<file path="src/rtl/cr_timer_pkg.sv">
package cr_timer_pkg;
  localparam logic [7:0] ADDR_CTRL   = 8'hC8;
  localparam logic [7:0] ADDR_MODE   = 8'hC9;
  localparam logic [7:0] ADDR_CAP_LO = 8'hCA;
  localparam logic [7:0] ADDR_CNT_LO = 8'hCC;

  typedef struct packed {
    logic ovf_flag;
    logic trg_flag;
    logic rx_sel;
    logic tx_sel;
    logic trg_en;
    logic run;
    logic pin_cnt;
    logic cap_mode;
  } ctrl_t;
endpackage

</file>
<file path="src/rtl/cr_fall_sync.sv">
module cr_fall_sync #(
  parameter int STAGES = 2
) (
  input  logic clk_i,
  input  logic rst_ni,
  input  logic pin_i,
  output logic fall_o
);
  logic [STAGES:0] sh_q;

  always_ff @(posedge clk_i or negedge rst_ni) begin
    if (!rst_ni) sh_q <= '0;
    else         sh_q <= {sh_q[STAGES-1:0], pin_i};
  end

  assign fall_o = sh_q[STAGES] & ~sh_q[STAGES-1];

  // one fall per high-to-low transition
  assert_single_fall_R3: assert property (@(posedge clk_i) disable iff (!rst_ni)
    fall_o |=> !fall_o);
endmodule

</file>
<file path="src/rtl/cr_count_core.sv">
module cr_count_core #(
  parameter int W = 16
) (
  input  logic          clk_i,
  input  logic          rst_ni,
  input  logic          inc_i,
  input  logic          auto_reload_i,
  input  logic          cap_evt_i,
  input  logic          trig_load_i,
  input  logic [W/8-1:0] cnt_we_i,
  input  logic [W/8-1:0] cap_we_i,
  input  logic [7:0]    wdata_i,
  output logic [W-1:0]  cnt_o,
  output logic [W-1:0]  cap_o,
  output logic          ovf_o
);
  localparam int NB = W / 8;

  logic [W-1:0] cnt_q, cnt_d, cap_q, cap_d;

  assign ovf_o = inc_i & (&cnt_q);

  always_comb begin
    cnt_d = cnt_q;
    if (inc_i) cnt_d = ovf_o ? (auto_reload_i ? cap_q : '0) : cnt_q + 1'b1;
    if (trig_load_i) cnt_d = cap_q;
    for (int b = 0; b < NB; b++)
      if (cnt_we_i[b]) cnt_d[8*b +: 8] = wdata_i;
  end

  always_comb begin
    cap_d = cap_q;
    for (int b = 0; b < NB; b++)
      if (cap_we_i[b]) cap_d[8*b +: 8] = wdata_i;
    if (cap_evt_i) cap_d = cnt_q;
  end

  always_ff @(posedge clk_i or negedge rst_ni) begin
    if (!rst_ni) begin
      cnt_q <= '0;
      cap_q <= '0;
    end else begin
      cnt_q <= cnt_d;
      cap_q <= cap_d;
    end
  end

  assign cnt_o = cnt_q;
  assign cap_o = cap_q;

  assert_reload_on_ovf_R5: assert property (@(posedge clk_i) disable iff (!rst_ni)
    (ovf_o && auto_reload_i && cnt_we_i == '0) |=> cnt_q == $past(cap_q));

  assert_wrap_on_ovf_R4: assert property (@(posedge clk_i) disable iff (!rst_ni)
    (ovf_o && !auto_reload_i && !trig_load_i && cnt_we_i == '0) |=> cnt_q == '0);

  assert_capture_value_R6: assert property (@(posedge clk_i) disable iff (!rst_ni)
    cap_evt_i |=> cap_q == $past(cnt_q));
endmodule

</file>
<file path="src/rtl/cap_reload_timer.sv">
module cap_reload_timer
  import cr_timer_pkg::*;
#(
  parameter int CNT_W       = 16,
  parameter int SYNC_STAGES = 2
) (
  input  logic       clk_i,
  input  logic       rst_ni,
  input  logic       tick_i,
  input  logic       cnt_pin_i,
  input  logic       trig_pin_i,
  input  logic       t1_ovf_i,
  input  logic [7:0] sfr_addr_i,
  input  logic       sfr_wr_i,
  input  logic [7:0] sfr_wdata_i,
  output logic [7:0] sfr_rdata_o,
  output logic       ovf_o,
  output logic       rx_clk_o,
  output logic       tx_clk_o,
  output logic       irq_o
);
  localparam int NB = CNT_W / 8;

  ctrl_t ctrl_q, ctrl_d;
  logic  mask_q;
  logic  cnt_fall, trig_fall;
  logic  baud, inc, trig_ok, ovf;
  logic  ctrl_we, mode_we;
  logic [NB-1:0] cnt_we, cap_we;
  logic [CNT_W-1:0] cnt, cap;

  // synchronise both asynchronous pins
  logic [1:0] pins, falls;
  assign pins = {trig_pin_i, cnt_pin_i};
  for (genvar g = 0; g < 2; g++) begin : g_sync
    cr_fall_sync #(.STAGES(SYNC_STAGES)) u_sync (
      .clk_i, .rst_ni, .pin_i(pins[g]), .fall_o(falls[g]));
  end
  assign cnt_fall  = falls[0];
  assign trig_fall = falls[1];

  assign ctrl_we = sfr_wr_i && sfr_addr_i == ADDR_CTRL;
  assign mode_we = sfr_wr_i && sfr_addr_i == ADDR_MODE;
  for (genvar b = 0; b < NB; b++) begin : g_we
    assign cnt_we[b] = sfr_wr_i && sfr_addr_i == ADDR_CNT_LO + 8'(b);
    assign cap_we[b] = sfr_wr_i && sfr_addr_i == ADDR_CAP_LO + 8'(b);
  end

  assign baud    = ctrl_q.rx_sel | ctrl_q.tx_sel;
  assign inc     = ctrl_q.run & (ctrl_q.pin_cnt ? cnt_fall : tick_i);
  assign trig_ok = trig_fall & ctrl_q.trg_en & ~baud;

  cr_count_core #(.W(CNT_W)) u_core (
    .clk_i, .rst_ni,
    .inc_i        (inc),
    .auto_reload_i(baud | ~ctrl_q.cap_mode),
    .cap_evt_i    (trig_ok & ctrl_q.cap_mode),
    .trig_load_i  (trig_ok & ~ctrl_q.cap_mode),
    .cnt_we_i     (cnt_we),
    .cap_we_i     (cap_we),
    .wdata_i      (sfr_wdata_i),
    .cnt_o        (cnt),
    .cap_o        (cap),
    .ovf_o        (ovf)
  );

  // hardware flag set wins over a same-cycle software write
  always_comb begin
    ctrl_d = ctrl_we ? ctrl_t'(sfr_wdata_i) : ctrl_q;
    if (ovf && !baud) ctrl_d.ovf_flag = 1'b1;
    if (trig_ok)      ctrl_d.trg_flag = 1'b1;
  end

  always_ff @(posedge clk_i or negedge rst_ni) begin
    if (!rst_ni) begin
      ctrl_q <= '0;
      mask_q <= 1'b0;
    end else begin
      ctrl_q <= ctrl_d;
      if (mode_we) mask_q <= sfr_wdata_i[0];
    end
  end

  always_comb begin
    sfr_rdata_o = '0;
    if (sfr_addr_i == ADDR_CTRL) sfr_rdata_o = ctrl_q;
    if (sfr_addr_i == ADDR_MODE) sfr_rdata_o = {7'b0, mask_q};
    for (int b = 0; b < NB; b++) begin
      if (sfr_addr_i == ADDR_CNT_LO + 8'(b)) sfr_rdata_o = cnt[8*b +: 8];
      if (sfr_addr_i == ADDR_CAP_LO + 8'(b)) sfr_rdata_o = cap[8*b +: 8];
    end
  end

  assign ovf_o    = ovf;
  assign rx_clk_o = ctrl_q.rx_sel ? ovf : t1_ovf_i;
  assign tx_clk_o = ctrl_q.tx_sel ? ovf : t1_ovf_i;
  assign irq_o    = ctrl_q.ovf_flag | (ctrl_q.trg_flag & ~mask_q);

  assert_no_ovf_flag_baud_R9: assert property (@(posedge clk_i) disable iff (!rst_ni)
    (baud && !ctrl_we) |=> $stable(ctrl_q.ovf_flag));

  assert_trig_ignored_R8: assert property (@(posedge clk_i) disable iff (!rst_ni)
    (!ctrl_q.trg_en && !ctrl_we) |=> $stable(ctrl_q.trg_flag));

  assert_flag_sticky_R11: assert property (@(posedge clk_i) disable iff (!rst_ni)
    (ctrl_q.ovf_flag && !ctrl_we) |=> ctrl_q.ovf_flag);

  assert_masked_irq_R12: assert property (@(posedge clk_i) disable iff (!rst_ni)
    (mask_q && !ctrl_q.ovf_flag) |-> !irq_o);
endmodule

</file>
<file path="config.mk">
export PLATFORM = sky130hd
export DESIGN_NAME = cap_reload_timer
export DESIGN_NICKNAME = d
export VERILOG_FILES = /design/src/rtl/cr_timer_pkg.sv /design/src/rtl/cr_fall_sync.sv /design/src/rtl/cr_count_core.sv /design/src/rtl/cap_reload_timer.sv
export SDC_FILE = /design/constraint.sdc
export NUM_CORES = 1
export LEC_CHECK = 0
export BUFFER_PORTS_ARGS = -buffer_cell sky130_fd_sc_hd__buf_4
export CAP_MARGIN = 20
export CELL_PAD_IN_SITES_DETAIL_PLACEMENT = 0
export CELL_PAD_IN_SITES_GLOBAL_PLACEMENT = 1
export CORE_UTILIZATION = 30
export CTS_BUF_LIST = sky130_fd_sc_hd__clkbuf_16
export CTS_CLUSTER_DIAMETER = 50
export CTS_CLUSTER_SIZE = 10
export DETAILED_ROUTE_END_ITERATION = 12
export PLACE_DENSITY_LB_ADDON = 0.1
export SETUP_SLACK_MARGIN = 0.2
export SYNTH_ARGS = -nofsm -noshare
export SYNTH_HDL_FRONTEND = slang
export SYNTH_SLANG_ARGS = --single-unit
</file>
<file path="constraint.sdc">
create_clock -name clk_i -period 1.9 [get_ports clk_i]
set_input_delay 0 -clock clk_i [delete_from_list [all_inputs] [get_ports clk_i]]
set_output_delay 0 -clock clk_i [all_outputs]
set_load 0.05 [all_outputs]
</file>
== Word-level counts from Yosys, hierarchy flattened ==
Cells that the tools add are included.

* Register bits: 47
* Bits of input ports: 23
* Output and inout port bits: 12
* Word-level logic and storage cells: 75

* Add/sub/neg operators: 1
* Equality and inequality tests: 6
* Muxes and demuxes: 21
* Bitwise operators: 17
* Reduce and logical (&&, ||, !) cells: 15

{| class="wikitable"
|+ Operators by type and width
! operator !! count
|-
| 8-bit two-way mux || 11
|-
| 16-bit two-way mux || 5
|-
| 8-bit == test, second input constant || 6
|-
| 16-bit by 1-bit adder with 16-bit output, second input constant || 1
|-
| 16-bit AND reduction || 1
|-
| 1-bit AND || 9
|-
| 2-bit nonzero test || 4
|-
| 1-bit logical AND || 7
|-
| 3-bit nonzero test || 2
|-
| 1-bit two-way mux || 5
|-
| 1-bit inverter || 5
|-
| 1-bit OR || 3
|-
| 1-bit logical NOT || 1
|}

== Depth between registers and ports, before layout ==
Gate-level depths: netlist (run 1).

* Depth in word-level cells: 9
* Gate-level depth with buffers: 8
* Mapped depth without buffers: 6

== Hierarchy ==
Synthesis (run 1) repeated with hierarchy kept, for this count alone.

* Cells, all modules: 336
* Area, all modules: 3168.0 sq um

{| class="wikitable"
|+ By module, submodules not included
! module !! times used !! cells an instance !! area each (sq um) !! sequential area each (sq um)
|-
| cr_count_core || 1 || 225 || 2021.9 || 800.8
|-
| cap_reload_timer || 1 || 103 || 968.4 || 225.2
|-
| cr_fall_sync || 2 || 4 || 88.8 || 75.1
|}

== Least setup slack after synthesis (run 1) ==
Ideal clock, no wire load.

* Path kind: register -> output
* Start point: register ctrl_q[0] (netlist name)
* End point: output port sfr_rdata_o[0]
* Arrival: 2.022 ns
* Required time: 1.900 ns
* Slack: -0.122 ns
* Stages on the path, launching flop included: 6
* Buffers on the path: 0
* Path through: dfrtp_1 -> mux2_2 -> nand2_1 -> a21oi_1 -> a31oi_1 -> o32ai_1

* Word-level cells in the longest chain between the ends: 6

{| class="wikitable"
|+ RTL lines
! element !! RTL line !! text
|-
| from (decl) || cap_reload_timer.sv:24 || <nowiki>ctrl_t ctrl_q, ctrl_d;</nowiki>
|-
| from (signal assigned) || cap_reload_timer.sv:79 || <nowiki>ctrl_q <= ctrl_d;</nowiki>
|-
| 8-bit two-way mux || cap_reload_timer.sv:86 || <nowiki>if (sfr_addr_i == ADDR_CTRL) sfr_rdata_o = ctrl_q;</nowiki>
|-
| 8-bit two-way mux || cap_reload_timer.sv:87 || <nowiki>if (sfr_addr_i == ADDR_MODE) sfr_rdata_o = {7'b0, mask_q};</nowiki>
|-
| 8-bit two-way mux || cap_reload_timer.sv:89 || <nowiki>if (sfr_addr_i == ADDR_CNT_LO + 8'(b)) sfr_rdata_o = cnt[8*b +: 8];</nowiki>
|-
| 8-bit two-way mux || cap_reload_timer.sv:90 || <nowiki>if (sfr_addr_i == ADDR_CAP_LO + 8'(b)) sfr_rdata_o = cap[8*b +: 8];</nowiki>
|-
| 8-bit two-way mux || cap_reload_timer.sv:89 ||
|-
| 8-bit two-way mux || cap_reload_timer.sv:90 ||
|-
| to (decl) || cap_reload_timer.sv:16 || <nowiki>output logic [7:0] sfr_rdata_o,</nowiki>
|}

No other way between the ends.

== Final worst setup path (run 1) ==
* Start point: register ctrl_q[1] (netlist name)
* End point: output port rx_clk_o

* Word-level cells in the longest chain between the ends: 4

{| class="wikitable"
|+ RTL lines
! element !! RTL line !! text
|-
| 1-bit two-way mux || cap_reload_timer.sv:50 || <nowiki>assign inc = ctrl_q.run & (ctrl_q.pin_cnt ? cnt_fall : tick_i);</nowiki>
|-
| 1-bit AND || cap_reload_timer.sv:50 ||
|-
| 1-bit AND || cr_count_core.sv:21 || <nowiki>assign ovf_o = inc_i & (&cnt_q);</nowiki>
|-
| 1-bit two-way mux || cap_reload_timer.sv:95 || <nowiki>assign rx_clk_o = ctrl_q.rx_sel ? ovf : t1_ovf_i;</nowiki>
|-
| to (decl) || cap_reload_timer.sv:18 || <nowiki>output logic rx_clk_o,</nowiki>
|}

No other way between the ends.

==> results of run 1 <==
## through the flow
stage	power, mW	hold slack, ps	instance area, um2	setup WS [ps]	util, %
after floorplan	1.78	-296	3190	157	-
after global placement	2.19	83.4	3720	111	36.2
after detailed placement	2.19	82.7	3720	106	36.2
after CTS	3.33	0.365	4100	144	39.9
after global routing	3.53	6.45	4230	75.3	41.1
final	3.35	1.29	4230	110	41.1
## power groups by stage
stage | Sequential [mW] | Clock, mW | Combinational, mW
finish | 1.21 | 1.04 | 1.10
detailed placement | 1.22 | 0 | 0.962
global route | 1.22 | 1.10 | 1.20
floorplan | 1.19 | 0 | 0.592
CTS | 1.20 | 1.06 | 1.06
global placement | 1.23 | 0 | 0.968
## metal layers
layer | up-vias | global-route usage, %
li1 | 1422 | -
met1 | 1477 | 30.1
met2 | 92 | 37.6
met3 | 15 | 4.37
met4 | 0 | 5.23
met5 | - | 0
## timing repair
action | CTS | global route
resized for setup | 20 | 24
gates cloned | 0 | 1
setup endpoints to repair | 31 | 37
buffers inserted | 11 | 6
pin swaps | 6 | 7
hold endpoints to repair | 53 | 0
hold buffers | 7 | 0
## layout by cell type, fill, tap and decap left out, types with 4 or more instances in the layout
cell / netlist / routed
xor2_1: 8 / 8
mux2_4: 6 / 8
dfrtp_1: 47 / 43
xnor2_1: 4 / 4
dlygate4sd3_1: 0 / 7
nand3_1: 9 / 8
o21ai_1: 2 / 10
o211ai_1: 5 / 5
nor2_1: 27 / 26
o22ai_1: 13 / 13
a31oi_1: 14 / 14
nor4_2: 1 / 4
mux2i_1: 23 / 23
buf_4: 2 / 82
buf_6: 7 / 5
clkbuf_16: 0 / 5
nand2_1: 31 / 31
dfrtp_2: 0 / 4
mux2_2: 7 / 5
a21oi_1: 22 / 22
inv_1: 8 / 8
o21ai_0: 21 / 12
a21o_1: 6 / 6
nand4_1: 5 / 5
## area by class of cell
| type | count | area (um2) |
|---|---|---|
| Fill cell | 1068 | 6050 |
| Tap cell | 136 | 170 |
| Clock inverter | 3 | 42.5 |
| Multi-Input combinational cell | 262 | 1900 |
| Inverter | 9 | 33.8 |
| Timing Repair Buffer | 97 | 777 |
| Clock buffer | 5 | 125 |
| Sequential cell | 47 | 1180 |
## flip-flops by register name, indices dropped and copies added, names as in the netlist
signal	count
u_core.cap_o	16
u_core.cnt_o	16
ctrl_q	8
g_sync.u_sync.sh_q	6
mask_q	1
## logic make-up (layout without fill, tap and decap cells)
logic type | count (synthesis) | count (layout) | share of synthesized area, %
AND/OR/NAND/NOR | 115 | 115 | 20.5
AO/OA/AOI/OAI | 98 | 98 | 19.5
flip-flops | 47 | 47 | 37.2
multiplexers | 36 | 36 | 12.6
buffers and inverters | 34 | 114 | 6.45
XOR/XNOR | 12 | 12 | 3.32
adder cells (fa/ha/maj) | 1 | 1 | 0.395
## critical path: cells and delay by family, from the launching register on
| family | cells | cell delay, ps |
|---|---|---|
| simple gates | 2 | 440 |
| flops | 1 | 400 |
| mux | 1 | 270 |
| compound gates | 1 | 230 |
| buf+inv | 1 | 150 |
## final timing paths
check	start	to	slack (ps)	depth (start not counted)
max	ctrl_q[1]$_DFFE_PN0P_	rx_clk_o	110	5
min reg2reg	g_sync[1].u_sync.sh_q[0]$_DFF_PN0_	g_sync[1].u_sync.sh_q[1]$_DFF_PN0_	360	0
max reg2reg	g_sync[1].u_sync.sh_q[1]$_DFF_PN0_	u_core.cnt_o[6]$_DFFE_PN0P_	150	5
min in group asynchronous	rst_ni	ctrl_q[6]$_DFFE_PN0P_	280	2
min	sfr_wdata_i[2]	ctrl_q[2]$_DFFE_PN0P_	1	2
max in group asynchronous	rst_ni	u_core.cnt_o[4]$_DFFE_PN0P_	1150	2
==> summary.txt, run 1 <==
GRT
  • Antenna violations before repair: 0
  • Number of global-route vias before repair: 3095
  • Largest net degree at the start of global routing: 48
  • GRT Util Overall: 22.6%
  • Global-route wire length before repair: 18600 um
  • Total grt overflow: 0

Logic synthesis
  • Area leader, netlist: dfrtp_1
  • Count of state elements after synthesis: 47
  • Top-count cell post-synth: dfrtp_1
  • Number of synthesized flops with an enable pin: 0
  • Gate Count Post-Synth: around 340
  • Synthesized area: 0.00316 mm2
  • Ranking of synthesized cells by area: dfrtp_1 (37%), mux2i_1 (7.3%), nand2_1 (3.7%)
  • Top post-synthesis cells by count: dfrtp_1 (47), nand2_1 (31), nor2_1 (27)
  • Synth Warn #: 0
  • Post-synthesis average cell area: approximately 9.2 um2
  • Mapped Nets: between 300 and 400
  • Synth cell types: 58
  • Seq/Total Area, Yosys: a little under two fifths
  • Top FF cell, synth: dfrtp_1
  • Asr flop ratio synth: 100%
  • Synth top area share: about 37%

Detailed routing
  • Number of DRC markers in iteration 0: about 220
  • Routed length per instance: 21.4 um
  • Vias per inst: 5.38
  • Total Wirelength: about 12000 um
  • Routed Antenna Nets: 0
  • DR DRC count: 0
  • TritonRoute pass-1 iters: 4
  • Met3 WL post-DR: 770 um
  • Post-Route M1 WL: roughly 5200 um
  • Met2 routed WL: 5760 um
  • Top sig layer: met4
  • Vias: 3006

Floorplan
  • Die H: ~100 um
  • Die Wd: about 100 um
  • I/O Pins: 35
  • Area of the die: 0.0110 mm2
  • Core Region: 0.0103 mm2
  • Starting Density: approximately 31%
  • Std cell rows: 37

Place
  • Dpl hpwl: 8680 um
  • Inst Count DP: approximately 530
  • Number of I/O port buffers: 34
  • Routability Congestion: ~0.87

CTS
  • Total number of H-tree levels: 2
  • Worst-Skew Late Latency: roughly 290 ps
  • Clk sinks: 47
  • Reg clk slew, reported paths: about 70 ps
  • Max Buffers Root-to-Sink: 2
  • Root Driver: clkbuf_16
  • Total CTS buffers: 5
  • CTS tree: built

STA
  • Setup_tns: 0 ps
  • Worst Clk Skew: about 9.5 ps
  • Slew @ Worst Pin: 689 ps
  • RSZ-0062 raised after global routing: yes
  • Max_slew headroom: a little over half
  • Final Cycle Share: a little over nine tenths
  • Fmax: 559 MHz
  • Hold Fails Final Rpt: 0
  • Final slew viol count: 0
  • Final-report setup violation count: 0
  • Min Tclk post-route: 1790 ps

Cells and area
  • Layout area overhead: 33.6%
  • Final cell count without fillers: approximately 560
  • Fraction of layout cells with a size suffix above 1: approximately a third
  • Layout Nets: 446
  • N_diodes: 0

Power
  • Leak: a little under 2 nW
  • Power Internal: 2.22 mW
  • Sequential share of power: approximately 36%
  • Net Sw Frac: between 30% and 40%
  • Clk pwr share: between 30 and 40%
  • Sw Pwr: between 1 and 1.5 mW
  • Worst vdd ir: between 0.3 and 0.4 mV
  • Cell Pwr Density: around 800 mW/mm2
  • Comb pwr share: around a third

Hold path
  • Worst hold path class: in -> reg

Flow run
  • Max cap viols: 0

Critical path
  • Kind of critical path: reg -> out
  • Critical Path AT: between 1500 and 2000 ps
  • CP cell instances: and3b_2 > o21a_4 > and3_4 > mux2_4 > buf_8
  • Critical-path cell with the highest stage delay: dfrtp_1
  • Data required, critical path: between 1500 and 2000 ps
  • Crit. End Element: output port
  • Worst path max stage delay: ~400 ps
  • CP Launch Type: flip-flop
  • CP max FO: 5

Status
  • Status: completed
Power figures use the tool's default switching activity.
==> inputs of run 2 (changes only) <==
Settings changed: CTS_BUF_LIST sky130_fd_sc_hd__clkbuf_16 to unset.
==> run 2 against run 1 <==
Net effect: sequential cell count did not move; clock skew grew 1.8 ps; design area rose by 2.9%; clock power shrank 20%; clock-buffer cell count grew 1; critical path depth stayed put; first-iteration DRC count decreased by 14%; sequential share of layout area shrank 0.80 points; critical path type unchanged.
==> summary.txt, run 2 (synthesis gave the netlist of run 1 again) <==
CTS
  • CTS tree: built
  • Reg clk slew, reported paths: 90 ps (+20 ps)
  • Clk sinks: 47 (unchanged)
  • Total number of H-tree levels: 2 (unchanged)
  • Worst-Skew Late Latency: 320 ps (+30 ps)
  • Max Buffers Root-to-Sink: 2 (unchanged)
  • Root Driver: clkbuf_8
  • Total CTS buffers: 5 (unchanged)

Critical path
  • Crit path buffers/inverters: 1 (unchanged)
  • R2R Path End: u_core.cnt_o[2]$_DFFE_PN0P_
  • FF-to-FF path depth: 7 (+2)
  • Crit. End Element: output port
  • CP top delay family: simple AND/OR/NAND/NOR gates
  • Reg-to-Reg Start: u_core.cnt_o[1]$_DFFE_PN0P_
  • CP Launch Type: flip-flop
  • Kind of critical path: reg -> out
  • R2R Setup Slk: 90 ps (-60 ps)
  • Worst path max stage delay: 410 ps (about the same)
  • CP cell instances: and3b_2 > o21a_4 > and3_4 > mux2_2 > buf_6
  • Critical-path cell with the highest stage delay: dfrtp_1
  • CP max FO: 5 (unchanged)
  • Critical Path AT: 1830 ps (+40 ps)
  • Data required, critical path: 1900 ps (about the same)

Power
  • Leak: 1.99 nW (+3.4%)
  • Comb pwr share: 37.5% (+4.6 points)
  • Power Internal: 2.11 mW (-5.2%)
  • Clk pwr share: 25.5% (-5.5 points)
  • Sequential share of power: 36.9% (+0.9 points)
  • Sw Pwr: 1.15 mW (+1.3%)
  • Pwr Total: 3.25 mW (-3.0%)
  • Cell Pwr Density: 747 mW/mm2 (-5.8%)
  • Net Sw Frac: 35.2% (+1.5 points)
  • Worst vdd ir: 0.268 mV (-20%)

Detailed routing
  • Routed length per instance: 21.4 um (+0.25%)
  • Vias: 3071 (+2.2%)
  • DR DRC count: 0 (unchanged)
  • Number of DRC markers in iteration 0: 191 (-14%)
  • Total Wirelength: 12300 um (+2.9%)
  • TritonRoute pass-1 iters: 4 (unchanged)
  • Vias per inst: 5.35 (-0.51%)
  • Met3 WL post-DR: 730 um (-5.2%)
  • Routed Antenna Nets: 0 (unchanged)
  • Post-Route M1 WL: 5370 um (+2.5%)
  • Met2 routed WL: 5960 um (+3.5%)
  • Top sig layer: met4

STA
  • Final Cycle Share: 96.3% (+2.1 points)
  • Worst Clk Skew: 11.3 ps (+1.80 ps)
  • Max_slew headroom: 50.2% (-3.8 points)
  • Fmax: 547 MHz (-2.1%)
  • Final-report setup violation count: 0 (unchanged)
  • Min Tclk post-route: 1830 ps (+39.0 ps)
  • Final slew viol count: 0 (unchanged)
  • RSZ-0062 raised after global routing: yes
  • Setup ws final: 70.9 ps (-39.0 ps)
  • Slew @ Worst Pin: 747 ps (+57.4 ps)
  • Hold Fails Final Rpt: 0 (unchanged)

GRT
  • Total grt overflow: 0 (unchanged)
  • Global-route wire length before repair: 19000 um (+2.0%)
  • Antenna violations before repair: 0 (unchanged)
  • Number of global-route vias before repair: 3183 (+2.8%)
  • GRT Util Overall: 23.0% (+0.45 points)
  • Largest net degree at the start of global routing: 48 (unchanged)

Cells and area
  • Layout Nets: 461 (+3.4%)
  • N_diodes: 0 (unchanged)
  • Most frequent cells in the layout: buf_4 (85), dfrtp_1 (43), nand2_1 (30), nor2_1 (26), mux2i_1 (23)
  • Fraction of layout cells with a size suffix above 1: 36.8% (+2.2 points)
  • Most common cell after layout, fill and taps aside: buf_4
  • Layout area overhead: 37.5%
  • Post-route cell area: 0.00435 mm2 (+2.9%)
  • Final cell count without fillers: 574 (+2.7%)
  • Layout Utilization: 42.3% (+1.2 points)

Place
  • Inst Count DP: 526 (unchanged)
  • Place WS: 106 ps (unchanged)
  • DP Area: 0.00372 mm2 (unchanged)
  • Dpl hpwl: 8680 um (unchanged)
  • Number of I/O port buffers: 34 (unchanged)
  • Routability Congestion: 0.868 (unchanged)

Status
  • Status: completed

Hold path
  • Hold depth: 4 (+2)
  • Worst hold path endpoint: mask_q$_DFFE_PN0P_
  • Worst hold path class: in -> reg
  • Hold Startpoint: sfr_wr_i

Floorplan
  • I/O Pins: 35 (unchanged)
  • Starting Density: 30.8% (unchanged)
  • Die H: 105 um (unchanged)
  • Std cell rows: 37 (unchanged)
  • Area of the die: 0.0110 mm2 (unchanged)
  • Die Wd: 105 um (unchanged)
  • Core Region: 0.0103 mm2 (unchanged)

Flow run
  • Max cap viols: 0 (unchanged)
## run 2: how the worst max path moves through the flow
stage	startpoint	to	slack, ps	cells after the start
5_1_grt	u_core.cnt_o[1]$_DFFE_PN0P_	u_core.cnt_o[6]$_DFFE_PN0P_	-7	7
3_3_place_gp	g_sync[1].u_sync.sh_q[1]$_DFF_PN0_	u_core.cnt_o[0]$_DFFE_PN0P_	110	5
4_1_cts	ctrl_q[1]$_DFFE_PN0P_	tx_clk_o	110	5
6_report	ctrl_q[1]$_DFFE_PN0P_	rx_clk_o	70	5
3_5_place_dp	g_sync[1].u_sync.sh_q[1]$_DFF_PN0_	u_core.cnt_o[0]$_DFFE_PN0P_	110	5
2_1_floorplan	u_core.cnt_o[0]$_DFFE_PN0P_	u_core.cnt_o[0]$_DFFE_PN0P_	160	7
## run 2: what timing repair did
| item | 4_1_cts | 5_1_grt |
|---|---|---|
| endpoints found under the setup margin | 32 | 38 |
| pin swaps | 10 | 12 |
| hold buffers | 11 | 0 |
| endpoints found under the hold margin | 59 | 0 |
| resized for setup | 26 | 26 |
| buffers inserted | 14 | 14 |
| gates cloned | 0 | 1 |
## run 2: area by class of cell
cell class | count | area, um2
Clock buffer | 6 | 82.6
Inverter | 9 | 33.8
Timing Repair Buffer | 112 | 931
Fill cell | 1054 | 5930
Clock inverter | 2 | 38.8
Sequential cell | 47 | 1180
Multi-Input combinational cell | 262 | 1910
Tap cell | 136 | 170
## run 2: tightest hold or removal path, delay by kind of cell
kind	cells	cell delay [ps]
buffers and inverters	2	180
muxes	1	110
and+or+nand+nor	1	60
## run 2: power by group through the flow
stage               combinational (mW)  sequential (mW)  clock (mW)
floorplan                        0.592             1.19           0
global placement                 0.968             1.23           0
detailed placement               0.962             1.22           0
CTS                               1.11             1.21       0.851
global route                      1.32             1.22       0.885
finish                            1.22             1.20       0.830
## run 2: per-layer routing
metal,GRT usage (%),vias up
li1,-,1449
met1,30.3,1503
met2,39.5,99
met3,3.49,20
met4,5.53,0
met5,0,-
## run 2: metrics by stage
stage	hold slack [ps]	TNS [ps]
floorplan	-296	0
global placement	83.4	0
detailed placement	82.7	0
CTS	77.3	0
global route	97.0	-12.9
finish	81.7	0
==> inputs of run 3 (changes only) <==
Settings changed: SYNTH_HIERARCHICAL set to 1.
==> run 3 against run 2 <==
Net effect: the flow now finishes with violations (setup timing); first-iteration DRC count down 19%; combinational power up 43%; area after synthesis up 0.12%; sequential share of layout area down 2.0 points; final cell count up 0.70%; design area up 7.6%; utilization up 3.2 points; global-route usage down 1.0 points.
==> summary.txt, run 3 <==
Detailed routing
  • Number of DRC markers in iteration 0: 154 (-19%)
  • Routed Antenna Nets: 0 (unchanged)
  • TritonRoute pass-1 iters: 4 (unchanged)
  • Vias: 3105 (+1.1%)
  • Total Wirelength: 11800 um (-4.4%)
  • Vias per inst: 5.37 (+0.41%)
  • DR DRC count: 0 (unchanged)
  • Routed length per instance: 20.3 um (-5.0%)

GRT
  • GRT Util Overall: 22.0% (-1.0 points)
  • Number of global-route vias before repair: 3101 (-2.6%)
  • Largest net degree at the start of global routing: 48 (unchanged)
  • Total grt overflow: 0 (unchanged)
  • Global-route wire length before repair: 18300 um (-3.5%)
  • Antenna violations before repair: 0 (unchanged)

Critical path
  • Worst path max stage delay: 410 ps (about the same)
  • Critical-path cell with the highest stage delay: dfrtp_1
  • Reg-to-Reg Start: g_sync[0].u_sync/sh_q[2]$_DFF_PN0_
  • CP Launch Type: flip-flop
  • Kind of critical path: reg -> out
  • Data required, critical path: 1900 ps (about the same)
  • FF-to-FF path depth: 10 (+3)
  • R2R Setup Slk: 40 ps (-50 ps)
  • R2R Path End: u_core/cnt_o[4]$_DFFE_PN0P_
  • Crit. End Element: output port
  • Critical Path AT: 2000 ps (+170 ps)
  • CP cell instances: ha_4 > and3_4 > nand4_1 > buf_4 > nor3_4 > mux2_4 > buf_8
  • CP max FO: 4 (-1)

Power
  • Comb pwr share: 45.0% (+7.5 points)
  • Sw Pwr: 1.47 mW (+28%)
  • Power Internal: 2.39 mW (+13%)
  • Pwr Total: 3.86 mW (+19%)
  • Cell Pwr Density: 824 mW/mm2 (+10%)
  • Net Sw Frac: 38.0% (+2.8 points)
  • Clk pwr share: 18.5% (-7.0 points)
  • Worst vdd ir: 0.364 mV (+36%)
  • Leak: 1.92 nW (-3.6%)
  • Sequential share of power: 36.5% (-0.4 points)

Logic synthesis
  • Number of synthesized flops with an enable pin: 0 (unchanged)
  • Top-count cell post-synth: dfrtp_1
  • Synth top area share: 37.1% (-0.044 points)
  • Synth Warn #: 6 (+6)
  • Synthesized area: 0.00317 mm2 (+0.12%)
  • Post-synthesis average cell area: 9.43 um2 (+2.2%)
  • Asr flop ratio synth: 100% (unchanged)
  • Top FF cell, synth: dfrtp_1
  • Seq/Total Area, Yosys: 37.1% (-0.044 points)
  • Synth cell types: 65 (+12%)
  • Ranking of synthesized cells by area: dfrtp_1 (37%), mux2i_1 (6.6%), o21ai_0 (3.6%)
  • Count of state elements after synthesis: 47 (unchanged)
  • Mapped Nets: 360 (-1.9%)
  • Gate Count Post-Synth: 336 (-2.0%)
  • Top post-synthesis cells by count: dfrtp_1 (47), nor2_1 (30), o21ai_0 (23)
  • Area leader, netlist: dfrtp_1

STA
  • Min Tclk post-route: 2000 ps (+168 ps)
  • Max_slew headroom: 56.3% (+6.0 points)
  • Worst Clk Skew: 8.72 ps (-2.55 ps)
  • RSZ-0062 raised after global routing: yes
  • Final-report setup violation count: 3 (+3)
  • Slew @ Worst Pin: 656 ps (-90.5 ps)
  • Final Cycle Share: 105% (+8.8 points)
  • Hold Fails Final Rpt: 0 (unchanged)
  • Hold WS: 11.4 ps (-70.3 ps)
  • Final slew viol count: 0 (unchanged)
  • Fmax: 501 MHz (-8.4%)
  • Setup ws final: -97.2 ps (-168 ps)

Flow run
  • Max cap viols: 0 (unchanged)

Status
  • Failing checks: setup timing
  • Status: finished with violations

CTS
  • Root Driver: clkbuf_8
  • Reg clk slew, reported paths: 100 ps (about the same)
  • Max Buffers Root-to-Sink: 2 (unchanged)
  • Clk sinks: 47 (unchanged)
  • Total CTS buffers: 5 (unchanged)
  • Worst-Skew Late Latency: 310 ps (about the same)
  • CTS tree: built
  • Total number of H-tree levels: 2 (unchanged)

Cells and area
  • N_diodes: 0 (unchanged)
  • Most common cell after layout, fill and taps aside: buf_4
  • Layout Nets: 465 (+0.87%)
  • Layout area overhead: 47.8%
  • Final cell count without fillers: 578 (+0.70%)
  • Most frequent cells in the layout: buf_4 (79), dfrtp_1 (46), nor2_1 (24), buf_6 (22), mux2i_1 (21)
  • Fraction of layout cells with a size suffix above 1: 44.6% (+7.8 points)

Floorplan
  • Die H: 105 um (about the same)
  • Std cell rows: 37 (unchanged)
  • Area of the die: 0.0110 mm2 (+0.11%)
  • Die Wd: 105 um (about the same)
  • Core Region: 0.0103 mm2 (unchanged)
  • I/O Pins: 35 (unchanged)
  • Starting Density: 30.8% (+0.037 points)

Hold path
  • Worst hold path endpoint: ctrl_q[0]$_DFFE_PN0P_
  • Worst hold path class: in -> reg
  • Hold Startpoint: sfr_wdata_i[0]
  • Hold depth: 2 (-2)

Place
  • Inst Count DP: 537 (+2.1%)
  • Place WS: -26.1 ps (-132 ps)
  • Dpl hpwl: 8340 um (-3.9%)
  • Routability Congestion: 0.848 (-2.2%)
  • Number of I/O port buffers: 34 (unchanged)
## run 3: cell count changes in the layout (fill, tap and decap cells not counted), sizes merged, moves of 5 or more
cell,before,now
o22ai,13,1
buf,101,111
a221oi,0,9
a31oi,15,2
inv,9,15
nor3,3,12
nand2,31,22
a22o,0,5
a21o,6,1
## run 3: layout make-up
| type | instances | area (um2) |
|---|---|---|
| fillers | 1028 | 5600 |
| repair buffers | 118 | 1060 |
| well taps | 136 | 170 |
| clock inverters | 1 | 7.51 |
| inverters | 15 | 56.3 |
| flip-flops and latches | 47 | 1180 |
| clock buffers | 7 | 96.3 |
| multi-input cells | 254 | 2110 |
## run 3: per-stage QoR
step	setup TNS (ps)	instance area, um2	utilization [%]
global placement	-151	3910	38.1
detailed placement	-70.0	3910	38.1
CTS	-166	4470	43.5
floorplan	0	3210	-
finish	-245	4680	45.6
global route	-1040	4680	45.6
## run 3: cell families (layout without fill, tap and decap cells)
family	count (synthesis)	count (layout)	synth area share (%)
xor+xnor	10	10	2.76
mux	34	34	12.0
flops	47	47	37.1
compound gates	93	94	20.9
simple gates	115	115	21.5
fa+ha+maj	1	1	0.395
buf+inv	36	141	5.29
## run 3: critical path: cells and delay by family (launching register included)
kind,cells,cell delay (ps)
adder cells (fa/ha/maj),1,160
buffers and inverters,2,320
flip-flops,1,410
multiplexers,1,220
AND/OR/NAND/NOR,3,590
## run 3: worst max path at each step
stage	startpoint	to	slack (ps)	depth (start not counted)
6_report	u_core/cnt_o[1]$_DFFE_PN0P_	tx_clk_o	-100	7
5_1_grt	u_core/cnt_o[1]$_DFFE_PN0P_	tx_clk_o	-160	7
4_1_cts	u_core/cnt_o[0]$_DFFE_PN0P_	tx_clk_o	-70	7
2_1_floorplan	u_core/cnt_o[0]$_DFFE_PN0P_	rx_clk_o	5	5
3_3_place_gp	ctrl_q[5]$_DFFE_PN0P_	u_core/cnt_o[5]$_DFFE_PN0P_	-40	9
3_5_place_dp	ctrl_q[5]$_DFFE_PN0P_	u_core/cnt_o[5]$_DFFE_PN0P_	-30	9
## run 3: power by group through the flow
stage          Combinational (mW)  Sequential [mW]  Clock, mW
5_1_grt                      1.88             1.43      0.776
4_1_cts                      1.58             1.39      0.740
6_report                     1.74             1.41      0.714
3_5_place_dp                 1.38             1.42          0
3_3_place_gp                 1.38             1.42          0
2_1_floorplan               0.769             1.42          0
## run 3: routing by layer
metal	up-vias	share of wire (%)	global-route usage [%]
met5	-	0	0
met4	0	0.92	3.62
met3	9	4.4	2.74
met2	76	47	37.0
met1	1566	47	30.5
li1	1454	-	-
## run 3: timing repair
action / CTS / global route
setup buffers: 13 / 12
hold endpoints to repair: 54 / 0
hold buffers: 7 / 0
gates resized for setup: 62 / 30
setup endpoints to repair: 25 / 28
gates cloned: 1 / 0
pin swaps: 30 / 20
